==> src/rtl/gpio_port_pkg.sv <==
package gpio_port_pkg;
  typedef enum logic [1:0] {
    PM_INPUT  = 2'd0,
    PM_OUTPUT = 2'd1,
    PM_ALT    = 2'd2,
    PM_ANALOG = 2'd3
  } pin_mode_e;

  // word indices (byte offset / 4)
  localparam int IDX_MODE  = 0;
  localparam int IDX_OTYPE = 1;
  localparam int IDX_SPEED = 2;
  localparam int IDX_PULL  = 3;
  localparam int IDX_IDR   = 4;
  localparam int IDX_ODR   = 5;
  localparam int IDX_BSRR  = 6;
  localparam int IDX_AFL   = 8;
  localparam int IDX_AFH   = 9;
endpackage

==> src/rtl/gpio_in_sync.sv <==
module gpio_in_sync #(
  parameter int N      = 16,
  parameter int STAGES = 2
) (
  input  logic         clk,
  input  logic         rst,
  input  logic [N-1:0] async_i,
  output logic [N-1:0] sync_o
);
  logic [N-1:0] stage_q [STAGES];

  always_ff @(posedge clk) begin
    if (rst) stage_q[0] <= '0;
    else     stage_q[0] <= async_i;
  end

  for (genvar s = 1; s < STAGES; s++) begin : g_chain
    always_ff @(posedge clk) begin
      if (rst) stage_q[s] <= '0;
      else     stage_q[s] <= stage_q[s-1];
    end
  end

  assign sync_o = stage_q[STAGES-1];
endmodule

==> src/rtl/gpio_port_regs.sv <==
module gpio_port_regs
  import gpio_port_pkg::*;
#(
  parameter int N  = 16,
  parameter int AW = 6,
  parameter int DW = 32
) (
  input  logic            clk,
  input  logic            rst,
  input  logic            wr_en,
  input  logic            rd_en,
  input  logic [AW-1:0]   addr,
  input  logic [DW-1:0]   wdata,
  output logic [DW-1:0]   rdata,
  input  logic [N-1:0]    pin_sync,
  output logic [2*N-1:0]  mode_q,
  output logic [N-1:0]    otype_q,
  output logic [2*N-1:0]  speed_q,
  output logic [2*N-1:0]  pull_q,
  output logic [N-1:0]    odr_q,
  output logic [2*DW-1:0] afsel_q
);
  localparam int IW = AW - 2;
  localparam int HALF = DW / 2;

  logic [IW-1:0] widx;
  logic          aligned;
  logic          bsrr_we;
  logic [DW-1:0] rd_next;

  assign widx    = addr[AW-1:2];
  assign aligned = (addr[1:0] == 2'b00);
  assign bsrr_we = wr_en && aligned && (int'(widx) == IDX_BSRR);

  always_ff @(posedge clk) begin
    if (rst) begin
      mode_q  <= '0;
      otype_q <= '0;
      speed_q <= '0;
      pull_q  <= '0;
      odr_q   <= '0;
      afsel_q <= '0;
    end else if (wr_en && aligned) begin
      case (int'(widx))
        IDX_MODE:  mode_q  <= wdata[2*N-1:0];
        IDX_OTYPE: otype_q <= wdata[N-1:0];
        IDX_SPEED: speed_q <= wdata[2*N-1:0];
        IDX_PULL:  pull_q  <= wdata[2*N-1:0];
        IDX_ODR:   odr_q   <= wdata[N-1:0];
        // set bits applied after clear bits: set has priority
        IDX_BSRR:  odr_q   <= (odr_q & ~wdata[HALF +: N]) | wdata[N-1:0];
        IDX_AFL:   afsel_q[DW-1:0]    <= wdata;
        IDX_AFH:   afsel_q[2*DW-1:DW] <= wdata;
        default: ;
      endcase
    end
  end

  always_comb begin
    rd_next = '0;
    if (aligned) begin
      case (int'(widx))
        IDX_MODE:  rd_next[2*N-1:0] = mode_q;
        IDX_OTYPE: rd_next[N-1:0]   = otype_q;
        IDX_SPEED: rd_next[2*N-1:0] = speed_q;
        IDX_PULL:  rd_next[2*N-1:0] = pull_q;
        IDX_IDR:   rd_next[N-1:0]   = pin_sync;
        IDX_ODR:   rd_next[N-1:0]   = odr_q;
        IDX_AFL:   rd_next          = afsel_q[DW-1:0];
        IDX_AFH:   rd_next          = afsel_q[2*DW-1:DW];
        default:   rd_next          = '0;
      endcase
    end
  end

  always_ff @(posedge clk) begin
    if (rst) rdata <= '0;
    else     rdata <= rd_en ? rd_next : '0;
  end


  bsrr_set_chk: assert property (@(posedge clk) disable iff (rst)
    bsrr_we |=> ((odr_q & $past(wdata[N-1:0])) == $past(wdata[N-1:0])));

  bsrr_clr_chk: assert property (@(posedge clk) disable iff (rst)
    bsrr_we |=> ((odr_q & $past(wdata[HALF +: N]) & ~$past(wdata[N-1:0])) == '0));

  odr_hold_chk: assert property (@(posedge clk) disable iff (rst)
    !wr_en |=> $stable(odr_q));

  bsrr_rd_zero_chk: assert property (@(posedge clk) disable iff (rst)
    (rd_en && aligned && int'(widx) == IDX_BSRR) |=> (rdata == '0));
endmodule

==> src/rtl/gpio_pin_drive.sv <==
module gpio_pin_drive
  import gpio_port_pkg::*;
#(
  parameter int SW = 4,
  localparam int NAF = 1 << SW
) (
  input  logic           clk,
  input  logic           rst,
  input  logic [1:0]     mode_i,
  input  logic           od_i,
  input  logic           odr_i,
  input  logic [SW-1:0]  sel_i,
  input  logic [NAF-1:0] af_val_i,
  input  logic [NAF-1:0] af_en_i,
  output logic           out_o,
  output logic           oe_o
);
  logic val_d, en_d;

  always_comb begin
    val_d = 1'b0;
    en_d  = 1'b0;
    case (pin_mode_e'(mode_i))
      PM_OUTPUT: begin
        val_d = odr_i;
        en_d  = od_i ? ~odr_i : 1'b1;
      end
      PM_ALT: begin
        val_d = af_val_i[sel_i];
        en_d  = af_en_i[sel_i] & (od_i ? ~af_val_i[sel_i] : 1'b1);
      end
      default: ;
    endcase
  end

  always_ff @(posedge clk) begin
    if (rst) begin
      out_o <= 1'b0;
      oe_o  <= 1'b0;
    end else begin
      out_o <= val_d;
      oe_o  <= en_d;
    end
  end


  idle_no_drive_chk: assert property (@(posedge clk) disable iff (rst)
    (mode_i == PM_INPUT || mode_i == PM_ANALOG) |=> !oe_o);

  push_pull_chk: assert property (@(posedge clk) disable iff (rst)
    (mode_i == PM_OUTPUT && !od_i) |=> (oe_o && out_o == $past(odr_i)));

  open_drain_chk: assert property (@(posedge clk) disable iff (rst)
    (mode_i == PM_OUTPUT && od_i) |=> (oe_o == !out_o));
endmodule

==> src/rtl/gpio_port_ctrl.sv <==
module gpio_port_ctrl
  import gpio_port_pkg::*;
#(
  parameter int N  = 16,
  parameter int SW = 4,
  parameter int AW = 6,
  parameter int DW = 32,
  localparam int NAF = 1 << SW
) (
  input  logic             clk,
  input  logic             rst,
  input  logic             bus_wr_en,
  input  logic             bus_rd_en,
  input  logic [AW-1:0]    bus_addr,
  input  logic [DW-1:0]    bus_wdata,
  output logic [DW-1:0]    bus_rdata,
  input  logic [N-1:0]     pad_in_i,
  input  logic [N*NAF-1:0] af_val_i,
  input  logic [N*NAF-1:0] af_en_i,
  output logic [N-1:0]     pad_out_o,
  output logic [N-1:0]     pad_oe_o,
  output logic [N-1:0]     pad_od_o,
  output logic [2*N-1:0]   pad_pull_o,
  output logic [2*N-1:0]   pad_speed_o,
  output logic [SW*N-1:0]  pad_af_sel_o
);
  logic [N-1:0]    pin_sync;
  logic [2*N-1:0]  mode_q, speed_q, pull_q;
  logic [N-1:0]    otype_q, odr_q;
  logic [2*DW-1:0] afsel_q;

  gpio_in_sync #(.N(N), .STAGES(2)) u_sync (
    .clk(clk), .rst(rst), .async_i(pad_in_i), .sync_o(pin_sync)
  );

  gpio_port_regs #(.N(N), .AW(AW), .DW(DW)) u_regs (
    .clk(clk), .rst(rst),
    .wr_en(bus_wr_en), .rd_en(bus_rd_en), .addr(bus_addr),
    .wdata(bus_wdata), .rdata(bus_rdata), .pin_sync(pin_sync),
    .mode_q(mode_q), .otype_q(otype_q), .speed_q(speed_q),
    .pull_q(pull_q), .odr_q(odr_q), .afsel_q(afsel_q)
  );

  for (genvar n = 0; n < N; n++) begin : g_pin
    gpio_pin_drive #(.SW(SW)) u_drive (
      .clk(clk), .rst(rst),
      .mode_i(mode_q[2*n +: 2]),
      .od_i(otype_q[n]),
      .odr_i(odr_q[n]),
      .sel_i(afsel_q[SW*n +: SW]),
      .af_val_i(af_val_i[NAF*n +: NAF]),
      .af_en_i(af_en_i[NAF*n +: NAF]),
      .out_o(pad_out_o[n]),
      .oe_o(pad_oe_o[n])
    );
  end

  always_ff @(posedge clk) begin
    if (rst) begin
      pad_od_o     <= '0;
      pad_pull_o   <= '0;
      pad_speed_o  <= '0;
      pad_af_sel_o <= '0;
    end else begin
      pad_od_o     <= otype_q;
      pad_pull_o   <= pull_q;
      pad_speed_o  <= speed_q;
      pad_af_sel_o <= afsel_q[SW*N-1:0];
    end
  end
endmodule

==> config.mk <==
export PLATFORM = sky130hd
export DESIGN_NAME = gpio_port_ctrl
export DESIGN_NICKNAME = d
export VERILOG_FILES = /design/src/rtl/gpio_port_pkg.sv /design/src/rtl/gpio_in_sync.sv /design/src/rtl/gpio_port_regs.sv /design/src/rtl/gpio_pin_drive.sv /design/src/rtl/gpio_port_ctrl.sv
export SDC_FILE = /design/constraint.sdc
export NUM_CORES = 1
export LEC_CHECK = 0
export ABC_AREA = 1
export BUFFER_PORTS_ARGS = -buffer_cell sky130_fd_sc_hd__buf_2
export CAP_MARGIN = 20
export CORE_AREA = 2 2 299 301
export CTS_CLUSTER_DIAMETER = 60
export DETAILED_ROUTE_END_ITERATION = 10
export DIE_AREA = 0 0 301 303
export HOLD_SLACK_MARGIN = 0.06
export PLACE_DENSITY = 0.44
export SYNTH_ARGS = -nofsm -noshare
export SYNTH_HDL_FRONTEND = slang
export SYNTH_SLANG_ARGS = --single-unit
==> constraint.sdc <==
create_clock -name clk -period 1.5 [get_ports clk]
set_clock_uncertainty 0.1 [all_clocks]
set_input_delay 0.15 -clock clk [delete_from_list [all_inputs] [get_ports clk]]
set_output_delay 0.15 -clock clk [all_outputs]
set_load 0.01 [all_outputs]
# ---- Word level (Yosys, flattened, before mapping)
# Memory sizes are Yosys's and may differ from the RTL's.
# Cells that the tools add are included.
# W data, S select, Z words.
dict set report totals {
  mem_bits_rw 32
  wordCells 304
  mem_count 1
  regBits 400
  input_bits 570
}
# name depth width read_ports rd_ports_with_merged_regs write_ports line_no
set mem_list {}
lappend mem_list {u_sync.stage_q 2 16 2 0 2 gpio_in_sync.sv:10} ;# logic [N-1:0] stage_q [STAGES];
dict set report op_classes {
  n_reduce_logical 12
  n_eq_ne 40
  bitwise_logic 55
  mux 136
  n_lt_le_gt_ge 16
}
# op n
set op_table {}
lappend op_table {{$bmux W1 S4} 32}
lappend op_table {{$pmux W16 S8} 1}
lappend op_table {{$lt A4 B5 Y1 const B} 16}
lappend op_table {{$pmux W16 S5} 1}
lappend op_table {{$mux W1} 67}
lappend op_table {{$pmux W1 S2} 32}
lappend op_table {{$not A1 Y1} 34}
lappend op_table {{$eq A2 B1 Y1 const B} 16}
lappend op_table {{$eq A2 B2 Y1 const B} 16}
lappend op_table {{$mux W16} 2}
lappend op_table {{$pmux W16 S2} 1}
lappend op_table {{$and A1 B1 Y1} 16}
lappend op_table {{$and A16 B16 Y16} 1}
lappend op_table {{$not A16 Y16} 1}
lappend op_table {{$or A16 B16 Y16} 1}
lappend op_table {{$reduce_and A2 Y1} 7}
lappend op_table {{$eq A4 B3 Y1 const B} 3}
lappend op_table {{$eq A4 B2 Y1 const B} 2}
lappend op_table {{$eq A4 B4 Y1 const B} 2}
lappend op_table {{$eq A4 B1 Y1 const B} 1}
lappend op_table {{$logic_not A4 Y1} 1}
lappend op_table {{$reduce_or A3 Y1} 1}
lappend op_table {{$logic_not A2 Y1} 1}
lappend op_table {{$or A1 B1 Y1} 2}
lappend op_table {{2 further kinds} 2}

# ---- Logic depth before layout (Yosys ltp)
# Gate-level depths: netlist (run 1).
dict set report depth {
  word_depth 6
  mapped_depth 11
  ltp_nobuf 10
}

# ---- Modules after synthesis
# Synthesis (run 1) repeated with hierarchy kept, for this count alone.
dict set report hier_totals {
  hier_cells 3444
  area_unflattened_um2 22860.7
}
# mod area_each_um2 n_inst cells_per_inst seq_area_each_um2
set by_module_without_submodules {}
lappend by_module_without_submodules {gpio_port_regs 9130.0 1 1281 4484.3}
lappend by_module_without_submodules {gpio_pin_drive 545.5 16 101 40.0}
lappend by_module_without_submodules {gpio_port_ctrl 4087.7 1 448 2882.8}
lappend by_module_without_submodules {gpio_in_sync 914.6 1 99 640.6}

# ---- Worst setup path after synthesis (run 1)
# OpenSTA, ideal clock, no wires.
dict set report synth_path {
  kind {reg2reg}
  from {reg u_regs.afsel_q[40]}
  to {reg g_pin[10].u_drive.out_o}
  required_time_ns 1.283
  setup_ns 0.117
  stages_incl_launch_ff 10
  arrival_ns 1.221
  path_buffers 2
  slack_ns 0.063
  path_cell_list {dfxtp_1 -> buf_2 -> inv_2 -> buf_2 -> o21ai_0 -> nand3_1 -> nand3_1 -> nand2_1 -> a22oi_1 -> nor2_1}
}
dict set report synth_via {
  elab_chain_len 3
}
# element line_no
set synth_lines {}
lappend synth_lines {{from (decl)} gpio_port_regs.sv:21} ;# output logic [2*DW-1:0] afsel_q
lappend synth_lines {{from (signal, indexed assignment)} gpio_port_regs.sv:52} ;# IDX_AFL: afsel_q[DW-1:0] <= wdata;
lappend synth_lines {{from (signal, indexed assignment)} gpio_port_regs.sv:53} ;# IDX_AFH: afsel_q[2*DW-1:DW] <= wdata;
lappend synth_lines {{$bmux W1 S4} gpio_pin_drive.sv:29} ;# val_d = af_val_i[sel_i];
lappend synth_lines {{$mux W1 (not written as such)} gpio_pin_drive.sv:29}
lappend synth_lines {{$pmux W1 S2} gpio_pin_drive.sv:23} ;# case (pin_mode_e'(mode_i))
lappend synth_lines {{to (signal assigned)} gpio_pin_drive.sv:41} ;# out_o <= val_d;
lappend synth_lines {{to (decl)} gpio_pin_drive.sv:15} ;# output logic out_o,
# Every way passes these cells. The select of a mux whose other input is x is not followed.
# A chain may end at the register's enable or synchronous reset.

# ---- Worst setup path after layout (run 1)
dict set report layout_path {
  from {in bus_addr[3]}
  to {reg u_regs.odr_q[12]}
}
dict set report layout_via {
  elab_chain_len 3
  elab_cells_between_ends 5
}
# element line_no
set layout_lines {}
lappend layout_lines {{from (decl)} gpio_port_ctrl.sv:14} ;# input logic [AW-1:0] bus_addr,
lappend layout_lines {{$eq A4 B3 Y1} gpio_port_regs.sv:44} ;# case (int'(widx))
lappend layout_lines {{$reduce_bool A2 Y1 (no source line)} -}
lappend layout_lines {{$reduce_and A2 Y1 (no source line)} -}
lappend layout_lines {{to (signal assigned)} gpio_port_regs.sv:49} ;# IDX_ODR: odr_q <= wdata[N-1:0];
lappend layout_lines {{to (signal assigned)} gpio_port_regs.sv:51} ;# IDX_BSRR: odr_q <= (odr_q & ~wdata[HALF +: N]) | wdata[N-1:0];
lappend layout_lines {{to (decl)} gpio_port_regs.sv:20} ;# output logic [N-1:0] odr_q,
# Parallel ways exist; a longest one is shown, timed or not.

==> results by group, run 1 <==
Floorplanning
  – Row count: between 100 and 150
  – Die X: 301 um
  – Total die area: 0.09120 mm^2
  – Die height: 303 um
  – Initial Util: 0.2335
  – Core Footprint: around 0.088 mm^2
  – Ports: 778

Run
  – Maxcap violations: 0

Timing
  – WHS: 0.03027 ns
  – Final worst slack: -0.05097 ns
  – Final Slew Violations: 0
  – Unrepaired setup endpoints after global routing: true
  – Least-Margin Pin Slew: around 0.61 ns
  – Rel. slew slack: 0.5947
  – Final hold violation count: 0
  – Period utilization: 1.034
  – Tmin final: 1.551 ns
  – Peak Freq: 644.8 MHz
  – Final setup viols: 8

Layout
  – Layout cells sized above 1: 0.3447
  – Sequential cell area: 0.008702 mm^2
  – Most common cell after layout, fill and taps aside: buf_2
  – Syn-to-layout area delta: 63.21%
  – Final nets: 4844
  – Multi-input gate area: ~0.010 mm^2
  – Fillers: 9536
  – Final cell count without fillers: 5463
  – Most frequent cells in the layout: buf_2, nand2_1, dfxtp_1
  – Util after Layout: 0.3811

Setup path
  – Worst-path maximum fanout: 7
  – Critical Path RT: 1.90 ns
  – CP arrival: 1.95 ns
  – WS Path Type: input pin to flop
  – CP Launch Type: input pin
  – CP Capture Type: flop

Logic synthesis
  – Syn. warnings: 0
  – Top cells by area, synth: dfxtp_1, nand2_1, inv_1
  – Register area share after synthesis: 0.4211
  – Syn avg cell area: 6.625 um^2
  – Syn nets: roughly 3.7k
  – Syn Inst Count: 3100
  – Post-synthesis register bit count: 432
  – Yosys top cell area share: 0.4211
  – Post-Syn Area: 0.02054 mm^2
  – Yosys cell types: 24
  – Largest area contributor in the synthesized netlist: dfxtp_1

CTS
  – H-tree depth: 2
  – Root Buffer: clkbuf_16
  – Clock sinks: 432
  – Clk slew on worst S/H paths: about 0.060 ns
  – Max clock buf depth: 3
  – Skew-Pair Late Insertion Delay: 0.61 ns
  – CTS tree: yes
  – Cts bufs inserted: between 50 and 60

Hold path
  – Hold Path Class: input pin to flop

Placed design
  – IO Port Bufs: 777
  – Pre-CTS WS: -0.5465 ns
  – Placer congestion estimate: around 0.91
  – DP Wirelength: 84260 um
  – Cells after DPL: between 5k and 6k

Global routing
  – First-pass GRT wire length: 156100 um
  – Number of global-route vias before repair: roughly 24k
  – Largest net degree at the start of global routing: 43
  – Total grt overflow: 0
  – Gr usage total: 0.2304
  – Initial antenna violation count: 14

Detailed routing
  – Met3 WL: 7365 um
  – WL met1: 46790 um
  – Via Count: 24.53k
  – DRT iter0 DRCs: around 1.4k
  – Vias per cell: 4.489
  – Top layer in use: met5
  – Drt total wl: approximately 110000 um
  – Initial DRT Pass Iterations: 7
  – Metal2 WL: 54650 um
  – Detail Route Antenna Nets: 0
  – DRC: 0
  – Routed WL per cell: 20.38 um

Pwr
  – Pleak: 15.70 nW
  – VDD IR max: between 0.9 and 1 mV
  – Pwr/cell area: 846.4 mW/mm^2
  – Overall Power: around 0.028 W

Outcome
  – Status: finished with violations
  – Failing checks: negative setup slack
[through the flow]
stage / area [um^2] / setup TNS, ns
6_report: 33520 / -0.1880
2_1_floorplan: 20540 / 0
3_3_place_gp: 27540 / -25.02
5_1_grt: 33510 / -1.883
3_5_place_dp: 27540 / -27.22
4_1_cts: 32050 / -0.5821
[Yosys cell counts, drive strengths merged]
cell    number
nand3      258
o21ai      245
buf        103
a21oi      236
a31oi       11
nor4         5
nor3        16
o211ai      21
nand2      788
inv        406
a22oi       16
or2         16
ha          32
dfxtp      432
nor2       339
clkbuf      96
o22ai       80
[report_power, final]
part           switching (W)  internal (W)
clock network        0.00565       0.00805
registers          0.0000538        0.0115
logic                0.00160       0.00147
[repair_timing]
action / CTS / global route
gates cloned: 3 / 17
hold buffers: 227 / 5
buffers inserted: 3 / 20
setup endpoints to repair: 30 / 133
resized for setup: 90 / 309
pin swaps: 22 / 126
endpoints found under the hold margin: 349 / 12
[path summary, 6_finish.rpt]
path,from,to,slack (ns),cells past startpoint
max,bus_addr[3],u_regs.odr_q[12],-0.05,11
min,rst,u_regs.afsel_q[60],0.03,5
max reg2reg,u_regs.afsel_q[44],g_pin[11].u_drive.oe_o,-0.05,11
min reg2reg,u_sync.stage_q[0][15],u_sync.stage_q[1][15],0.30,2
[area by class of cell]
class | instances | area share
diodes | 10 | 0.0007465
clock buffers | 72 | 0.04722
clock inverters | 31 | 0.009257
inverters | 406 | 0.04789
multi-input cells | 2063 | 0.3115
flip-flops and latches | 432 | 0.2596
well taps | 1165 | 0.04349
repair buffers | 1284 | 0.2803
[registers in the layout, summed over array words and instances (netlist names)]
name                 flops
u_regs.speed_q          32
u_regs.rdata            32
pad_pull_o              32
pad_od_o                16
g_pin.u_drive.out_o     16
u_regs.mode_q           32
u_sync.stage_q          32
u_regs.afsel_q          64
pad_speed_o             32
pad_af_sel_o            64
u_regs.odr_q            16
u_regs.pull_q           32
g_pin.u_drive.oe_o      16
u_regs.otype_q          16
[routing by layer]
metal  GRT usage  vias to the layer above
li1            -                    12175
met1      0.2831                    11430
met2      0.4065                      759
met3     0.05277                      151
met4     0.05402                       10
met5           0                        -
[critical path: stages]
cell           delay (ns)
buf_2                0.14
inv_2                0.04
nor2_2               0.14
buf_4                0.13
nand2_1              0.10
a21oi_4              0.30
buf_12               0.18
o21ai_0              0.08
nand2_1              0.07
a21oi_1              0.05
dlygate4sd3_1        0.55
[cells by family (layout without fill, tap and decap cells)]
kind of cell    after synthesis  count (layout)  share of synthesized area
compound gates              609             609                     0.1586
fa+ha+maj                    32              32                    0.01950
buf+inv                     605            1793                     0.1208
flops                       432             432                     0.4211
other cells                   0              10                          0
simple gates               1422            1422                     0.2800
Power figures use the tool's default switching activity.
==> run 2, diff against run 1 <==
--- a/config.mk
+++ b/config.mk
@@ -13,7 +13,6 @@
 export DETAILED_ROUTE_END_ITERATION = 10
 export DIE_AREA = 0 0 301 303
 export HOLD_SLACK_MARGIN = 0.06
-export PLACE_DENSITY = 0.44
 export SYNTH_ARGS = -nofsm -noshare
 export SYNTH_HDL_FRONTEND = slang
 export SYNTH_SLANG_ARGS = --single-unit
==> run 2 against run 1 <==
The flow still finishes with violations (negative setup slack); first-iteration DRC count rose by 27%; maximum frequency shrank 0.69%; critical path depth down 1; wire length increased by 0.75%; sequential cell count unchanged; non-clock buffer count is 23 lower; die area stayed put.
==> results by group, run 2 (same netlist as run 1, synthesis figures left out) <==
Global routing
  – First-pass GRT wire length: 155200 um (-0.60%)
  – Number of global-route vias before repair: 23.71k (-1.4%)
  – Total grt overflow: 0 (unchanged)
  – Gr usage total: 0.2304 (about the same)
  – Largest net degree at the start of global routing: 99 (+130%)
  – Initial antenna violation count: 18 (+4)

Timing
  – Final Slew Violations: 0 (unchanged)
  – Tmin final: 1.562 ns (+0.01075 ns)
  – Peak Freq: 640.3 MHz (-0.69%)
  – Final worst slack: -0.06172 ns (-0.01075 ns)
  – Final hold violation count: 0 (unchanged)
  – WHS: 0.03365 ns (+0.003379 ns)
  – Least-Margin Pin Slew: 0.4904 ns (-0.1176 ns)
  – Period utilization: 1.041 (+0.007165)
  – Final setup viols: 9 (+1)
  – Rel. slew slack: 0.6727 (+0.07806)
  – Unrepaired setup endpoints after global routing: true

Placed design
  – Placer congestion estimate: 0.9613 (+5.9%)
  – DP Wirelength: 86670 um (+2.9%)
  – IO Port Bufs: 777 (unchanged)
  – Pre-CTS WS: -0.4030 ns (+0.1435 ns)

Detailed routing
  – Initial DRT Pass Iterations: 5 (-2)
  – Vias per cell: 4.593 (+2.3%)
  – DRC: 0 (unchanged)
  – Detail Route Antenna Nets: 0 (unchanged)
  – Drt total wl: 112200 um (+0.75%)
  – DRT iter0 DRCs: 1779 (+27%)
  – Routed WL per cell: 20.62 um (+1.2%)
  – Via Count: 24.99k (+1.9%)

Outcome
  – Status: finished with violations
  – Failing checks: negative setup slack

Setup path
  – Worst-path maximum fanout: 17 (+10)
  – WS Path Type: flop to flop
  – Critical path's largest stage delay: 0.42 ns (-0.13 ns)
  – CP Launch Type: flop
  – CP Depth: 10 (-1)
  – Critical path's top delay family: simple AND/OR/NAND/NOR gates
  – Top cell by count, worst path: nand2_1
  – CP arrival: 1.98 ns (+0.03 ns)
  – CP Capture Type: flop
  – Buffers & Inverters on Critical Path: 2 (-3)
  – Critical Path RT: 1.91 ns (about the same)
  – Critical Path, Cell by Cell: inv_4 -> nand2_1 -> nand2_1 -> nand2_1 -> nand3_1 -> nand3_1 -> nand2_2 -> buf_6 -> a22oi_2 -> nor2_1
  – Worst reg2reg path depth: 10 (-1)
  – Slowest cell on crit path: dfxtp_4

CTS
  – Skew-Pair Late Insertion Delay: 0.63 ns (+0.02 ns)
  – Cts bufs inserted: 58 (+5.5%)
  – H-tree depth: 2 (unchanged)
  – Clk slew on worst S/H paths: 0.06 ns (about the same)
  – Max clock buf depth: 3 (unchanged)
  – Clock sinks: 432 (unchanged)
  – Root Buffer: clkbuf_16
  – CTS tree: yes

Layout
  – Most common cell after layout, fill and taps aside: buf_2
  – Final nets: 4824 (-0.41%)
  – Fillers: 9278 (-2.7%)
  – Syn-to-layout area delta: 61.32%
  – Top Registers: pad_af_sel_o (64), u_regs.afsel_q (64)
  – Most frequent cells in the layout: buf_2, nand2_1, dfxtp_1
  – Util after Layout: 0.3766 (-0.004424)
  – Layout cells sized above 1: 0.3388 (-0.005886)

Pwr
  – Internal power: 0.02153 W (+2.2%)
  – Seq pwr share: 0.399 (-0.010)
  – Clock power share: 0.497 (+0.014)
  – Pwr/cell area: 878.2 mW/mm^2 (+3.8%)
  – Sw Ratio: 0.2600 (+0.002595)
  – Comb pwr share: 0.104 (-0.004)
  – Switching pwr: 0.007566 W (+3.6%)
  – VDD IR max: 0.7725 mV (-18%)
  – Pleak: 15.58 nW (-0.77%)

Hold path
  – Hold Path Class: input pin to flop
  – Hold path depth: 9 (+4)

Floorplanning
  – Core Footprint: 0.08797 mm^2 (unchanged)
  – Total die area: 0.09120 mm^2 (unchanged)
  – Die height: 303 um (unchanged)
  – Ports: 778 (unchanged)
  – Row count: 109 (unchanged)
  – Initial Util: 0.2335 (unchanged)
  – Die X: 301 um (unchanged)

Run
  – Maxcap violations: 0 (unchanged)
==> run 2: changes by cell type in the layout (fill, tap and decap cells not counted), sizes merged <==
cell,before,now
buf,1060,1051
bufinv,3,5
clkinv,16,12
clkinvlp,6,4
diode,10,5
dlygate4sd3,205,198
dlymetal6s4s,3,0
inv,412,418
==> run 2: final timing paths <==
kind,from,end,slack (ns)
min,af_en_i[169],g_pin[10].u_drive.oe_o,0.03
max reg2reg,u_regs.afsel_q[52],g_pin[13].u_drive.out_o,-0.06
max,u_regs.afsel_q[52],g_pin[13].u_drive.out_o,-0.06
min reg2reg,u_sync.stage_q[0][2],u_sync.stage_q[1][2],0.30
==> run 2: area by class of cell <==
cell class	count	area (um^2)	share of cell area
multi-input cells	2063	10330	0.3118
repair buffers	1261	8997	0.2716
flip-flops and latches	432	8710	0.2629
inverters	406	1612	0.04864
clock buffers	76	1599	0.04826
well taps	1165	1458	0.04400
clock inverters	33	412.9	0.01246
diodes	5	12.51	0.0003777
==> run 2: timing repair <==
action                     4_1_cts  5_1_grt
cloned                           3       12
hold buffers                   198        0
hold endpoints to repair       374        0
resized for setup              100      267
setup endpoints to repair       26       36
buffers inserted                 1        9
pin swaps                       20      114
==> run 2: power groups by stage <==
stage | sequential (W) | combinational (W) | clock (W)
finish | 0.0116 | 0.00304 | 0.0145
global route | 0.0116 | 0.00329 | 0.0153
CTS | 0.0116 | 0.00287 | 0.0148
detailed placement | 0.0119 | 0.00242 | 0
global placement | 0.0119 | 0.00242 | 0
floorplan | 0.0119 | 0.000913 | 0
==> run 2: per-layer routing <==
layer	part of all wire	global-route usage
met5	0.00068	0
met4	0.028	0.06432
met3	0.071	0.04891
met2	0.49	0.4087
met1	0.41	0.2799
==> run 2: through the flow <==
stage / TNS, ns / cell area, um^2 / std cells / power, W
floorplan: 0 / 20540 / 3100 / 0.01277
global placement: -50.88 / 27550 / 5107 / 0.01429
detailed placement: -59.21 / 27550 / 5107 / 0.01429
CTS: -0.2743 / 31830 / 5416 / 0.02931
global route: -1.454 / 33120 / 5436 / 0.03020
finish: -0.2414 / 33130 / 5441 / 0.02910
==> run 2: tightest hold or removal path, delay by kind of cell <==
| kind | cells | cell delay, ns |
|---|---|---|
| compound gates | 2 | 0.10 |
| buf+inv | 1 | 0.10 |
| simple gates | 6 | 0.35 |
==> run 3, diff against run 2 <==
--- a/config.mk
+++ b/config.mk
@@ -8,11 +8,15 @@
 export ABC_AREA = 1
 export BUFFER_PORTS_ARGS = -buffer_cell sky130_fd_sc_hd__buf_2
 export CAP_MARGIN = 20
-export CORE_AREA = 2 2 299 301
+export CELL_PAD_IN_SITES_DETAIL_PLACEMENT = 1
+export CELL_PAD_IN_SITES_GLOBAL_PLACEMENT = 1
+export CORE_AREA = 2 2 307 309
 export CTS_CLUSTER_DIAMETER = 60
 export DETAILED_ROUTE_END_ITERATION = 10
-export DIE_AREA = 0 0 301 303
+export DIE_AREA = 0 0 309 311
 export HOLD_SLACK_MARGIN = 0.06
+export PLACE_DENSITY_LB_ADDON = 0.1
+export RECOVER_POWER = 50
 export SYNTH_ARGS = -nofsm -noshare
 export SYNTH_HDL_FRONTEND = slang
 export SYNTH_SLANG_ARGS = --single-unit
==> run 3 against run 2 <==
The flow still finishes with violations (negative setup slack); largest power group unchanged; critical path type is now input pin to flop; highest routed layer unchanged; wire length grew 1.4%; sequential cell count stayed put; register-to-register slack about the same; final cell count increased by 0.13%; combinational power is 7.9% lower.
==> results by group, run 3 (same netlist as run 1, synthesis figures left out) <==
Placed design
  – Area after DPL: 0.02770 mm^2 (+0.52%)
  – Pre-CTS WS: -0.4719 ns (-0.06892 ns)
  – Cells after DPL: 5192 (+1.7%)
  – IO Port Bufs: 777 (unchanged)
  – Placer congestion estimate: 0.8340 (-13%)
  – DP Wirelength: 88930 um (+2.6%)

Setup path
  – CP Launch Type: input pin
  – Reg2reg start: u_regs.afsel_q[16]
  – R2r setup slk: -0.05 ns (about the same)
  – CP Capture Type: flop
  – WS Path Type: input pin to flop
  – Worst reg2reg path depth: 10 (unchanged)
  – CP arrival: 1.93 ns (-0.05 ns)
  – Critical Path RT: 1.87 ns (-0.04 ns)
  – Reg2reg end: g_pin[4].u_drive.oe_o
  – Worst-path maximum fanout: 37 (+20)

CTS
  – Skew-Pair Late Insertion Delay: 0.60 ns (-0.03 ns)
  – Cts bufs inserted: 67 (+16%)
  – Clock sinks: 432 (unchanged)
  – Root Buffer: clkbuf_16
  – Clk slew on worst S/H paths: 0.06 ns (about the same)
  – CTS tree: yes
  – H-tree depth: 3 (+1)
  – Max clock buf depth: 3 (unchanged)

Detailed routing
  – Via Count: 24.07k (-3.7%)
  – Routed WL per cell: 20.88 um (+1.3%)
  – Detail Route Antenna Nets: 0 (unchanged)
  – DRC: 0 (unchanged)
  – Initial DRT Pass Iterations: 5 (unchanged)
  – Vias per cell: 4.419 (-3.8%)
  – DRT iter0 DRCs: 969 (-46%)
  – Drt total wl: 113800 um (+1.4%)

Layout
  – Final Cell Area: 0.03259 mm^2 (-1.6%)
  – Fillers: 11.62k (+25%)
  – Util after Layout: 0.3513 (-0.02534)
  – Layout cells sized above 1: 0.3450 (+0.006237)
  – Final nets: 4738 (-1.8%)
  – Syn-to-layout area delta: 58.68%
  – Final cell count without fillers: 5448 (+0.13%)
  – Most frequent cells in the layout: buf_2, nand2_1, dfxtp_1
  – Most common cell after layout, fill and taps aside: buf_2
  – Top Registers: pad_af_sel_o (64), u_regs.afsel_q (64)

Timing
  – Final worst slack: -0.05536 ns (+0.006353 ns)
  – Final setup viols: 18 (+9)
  – Rel. slew slack: 0.6064 (-0.06630)
  – Final hold violation count: 0 (unchanged)
  – Unrepaired setup endpoints after global routing: true
  – Period utilization: 1.037 (-0.004235)
  – Peak Freq: 642.9 MHz (+0.41%)
  – Fin Setup TNS: -0.6390 ns (-0.3976 ns)
  – Least-Margin Pin Slew: 0.5904 ns (+0.09999 ns)
  – Tmin final: 1.555 ns (-0.006353 ns)
  – Final Slew Violations: 0 (unchanged)

Floorplanning
  – Total die area: 0.09610 mm^2 (+5.4%)
  – Ports: 778 (unchanged)
  – Die height: 311 um (+2.6%)
  – Die X: 309 um (+2.7%)
  – Initial Util: 0.2214 (-0.01209)
  – Core Footprint: 0.09277 mm^2 (+5.5%)
  – Row count: 112 (+2.8%)

Pwr
  – VDD IR max: 0.5584 mV (-28%)
  – Pwr/cell area: 933.8 mW/mm^2 (+6.3%)
  – Pleak: 15.15 nW (-2.8%)

Hold path
  – Hold path depth: 7 (-2)
  – Hold Path Class: input pin to flop
  – Hold path endpoint: g_pin[1].u_drive.out_o
  – Hold Crit Start: af_val_i[23]

Run
  – Maxcap violations: 0 (unchanged)

Outcome
  – Failing checks: negative setup slack
  – Status: finished with violations

Global routing
  – Grt met1 use: 0.2741 (-0.005741)
  – First-pass GRT wire length: 163900 um (+5.6%)
  – Gr usage total: 0.2284 (-0.001965)
  – GRT met3 Usage: 0.04400 (-0.004909)
  – Total grt overflow: 0 (unchanged)
  – Largest net degree at the start of global routing: 64 (-35%)
  – GR peak layer: met2
  – Initial antenna violation count: 10 (-8)
  – Number of global-route vias before repair: 25.34k (+6.9%)
  – GR Util met2: 0.4153 (+0.006554)
run 3: repair_timing:
item	CTS	global route
hold buffers	100	0
endpoints found under the setup margin	28	34
gates resized for setup	140	259
buffers inserted	4	3
gates cloned	12	14
hold endpoints to repair	301	0
pin swaps	49	124
run 3: worst max path at each step:
stage,from,to,depth (start not counted),slack [ns]
2_1_floorplan,u_regs.afsel_q[40],g_pin[10].u_drive.out_o,9,0.06
3_3_place_gp,bus_addr[2],u_regs.rdata[14],9,-0.46
3_5_place_dp,bus_addr[2],u_regs.rdata[14],9,-0.47
4_1_cts,u_regs.afsel_q[16],g_pin[4].u_drive.oe_o,10,-0.08
5_1_grt,u_regs.afsel_q[16],g_pin[4].u_drive.oe_o,10,-0.13
6_report,rst,pad_speed_o[31],5,-0.06
run 3: where the power goes:
part           total (W)  internal [W]  leakage [nW]  switching, W
sequential        0.0116        0.0116          3.50     0.0000524
combinational    0.00280       0.00127          10.6       0.00153
clock             0.0160       0.00979          1.09       0.00623
run 3: critical path, stage by stage:
cell,delay (ns)
dlygate4sd3_1,0.57
buf_8,0.22
clkbuf_4,0.53
buf_4,0.32
nor2_1,0.07
run 3: final cells by class:
cell class,count,area (um^2),area share
Timing Repair Buffer,1164,7936,0.2435
Inverter,406,1615,0.04957
Antenna cell,6,15.01,0.0004607
Sequential cell,432,8708,0.2672
Tap cell,1254,1569,0.04815
Multi-Input combinational cell,2063,10460,0.3210
Timing Repair inverter,2,16.27,0.0004991
Clock buffer,85,1866,0.05724
Clock inverter,36,401.6,0.01232
run 3: routing by layer:
| layer | vias to the layer above | wire (um) |
|---|---|---|
| li1 | 11946 | - |
| met2 | 555 | 57710 |
| met4 | 8 | 2196 |
| met5 | - | 55 |
| met1 | 11459 | 47870 |
| met3 | 106 | 5915 |
run 3: stage by stage:
stage	power [W]	hold WS [ns]
2_1_floorplan	0.01277	0.1570
3_3_place_gp	0.01435	0.2595
3_5_place_dp	0.01435	0.2589
4_1_cts	0.03081	0.06055
5_1_grt	0.03168	0.08103
6_report	0.03043	0.03683
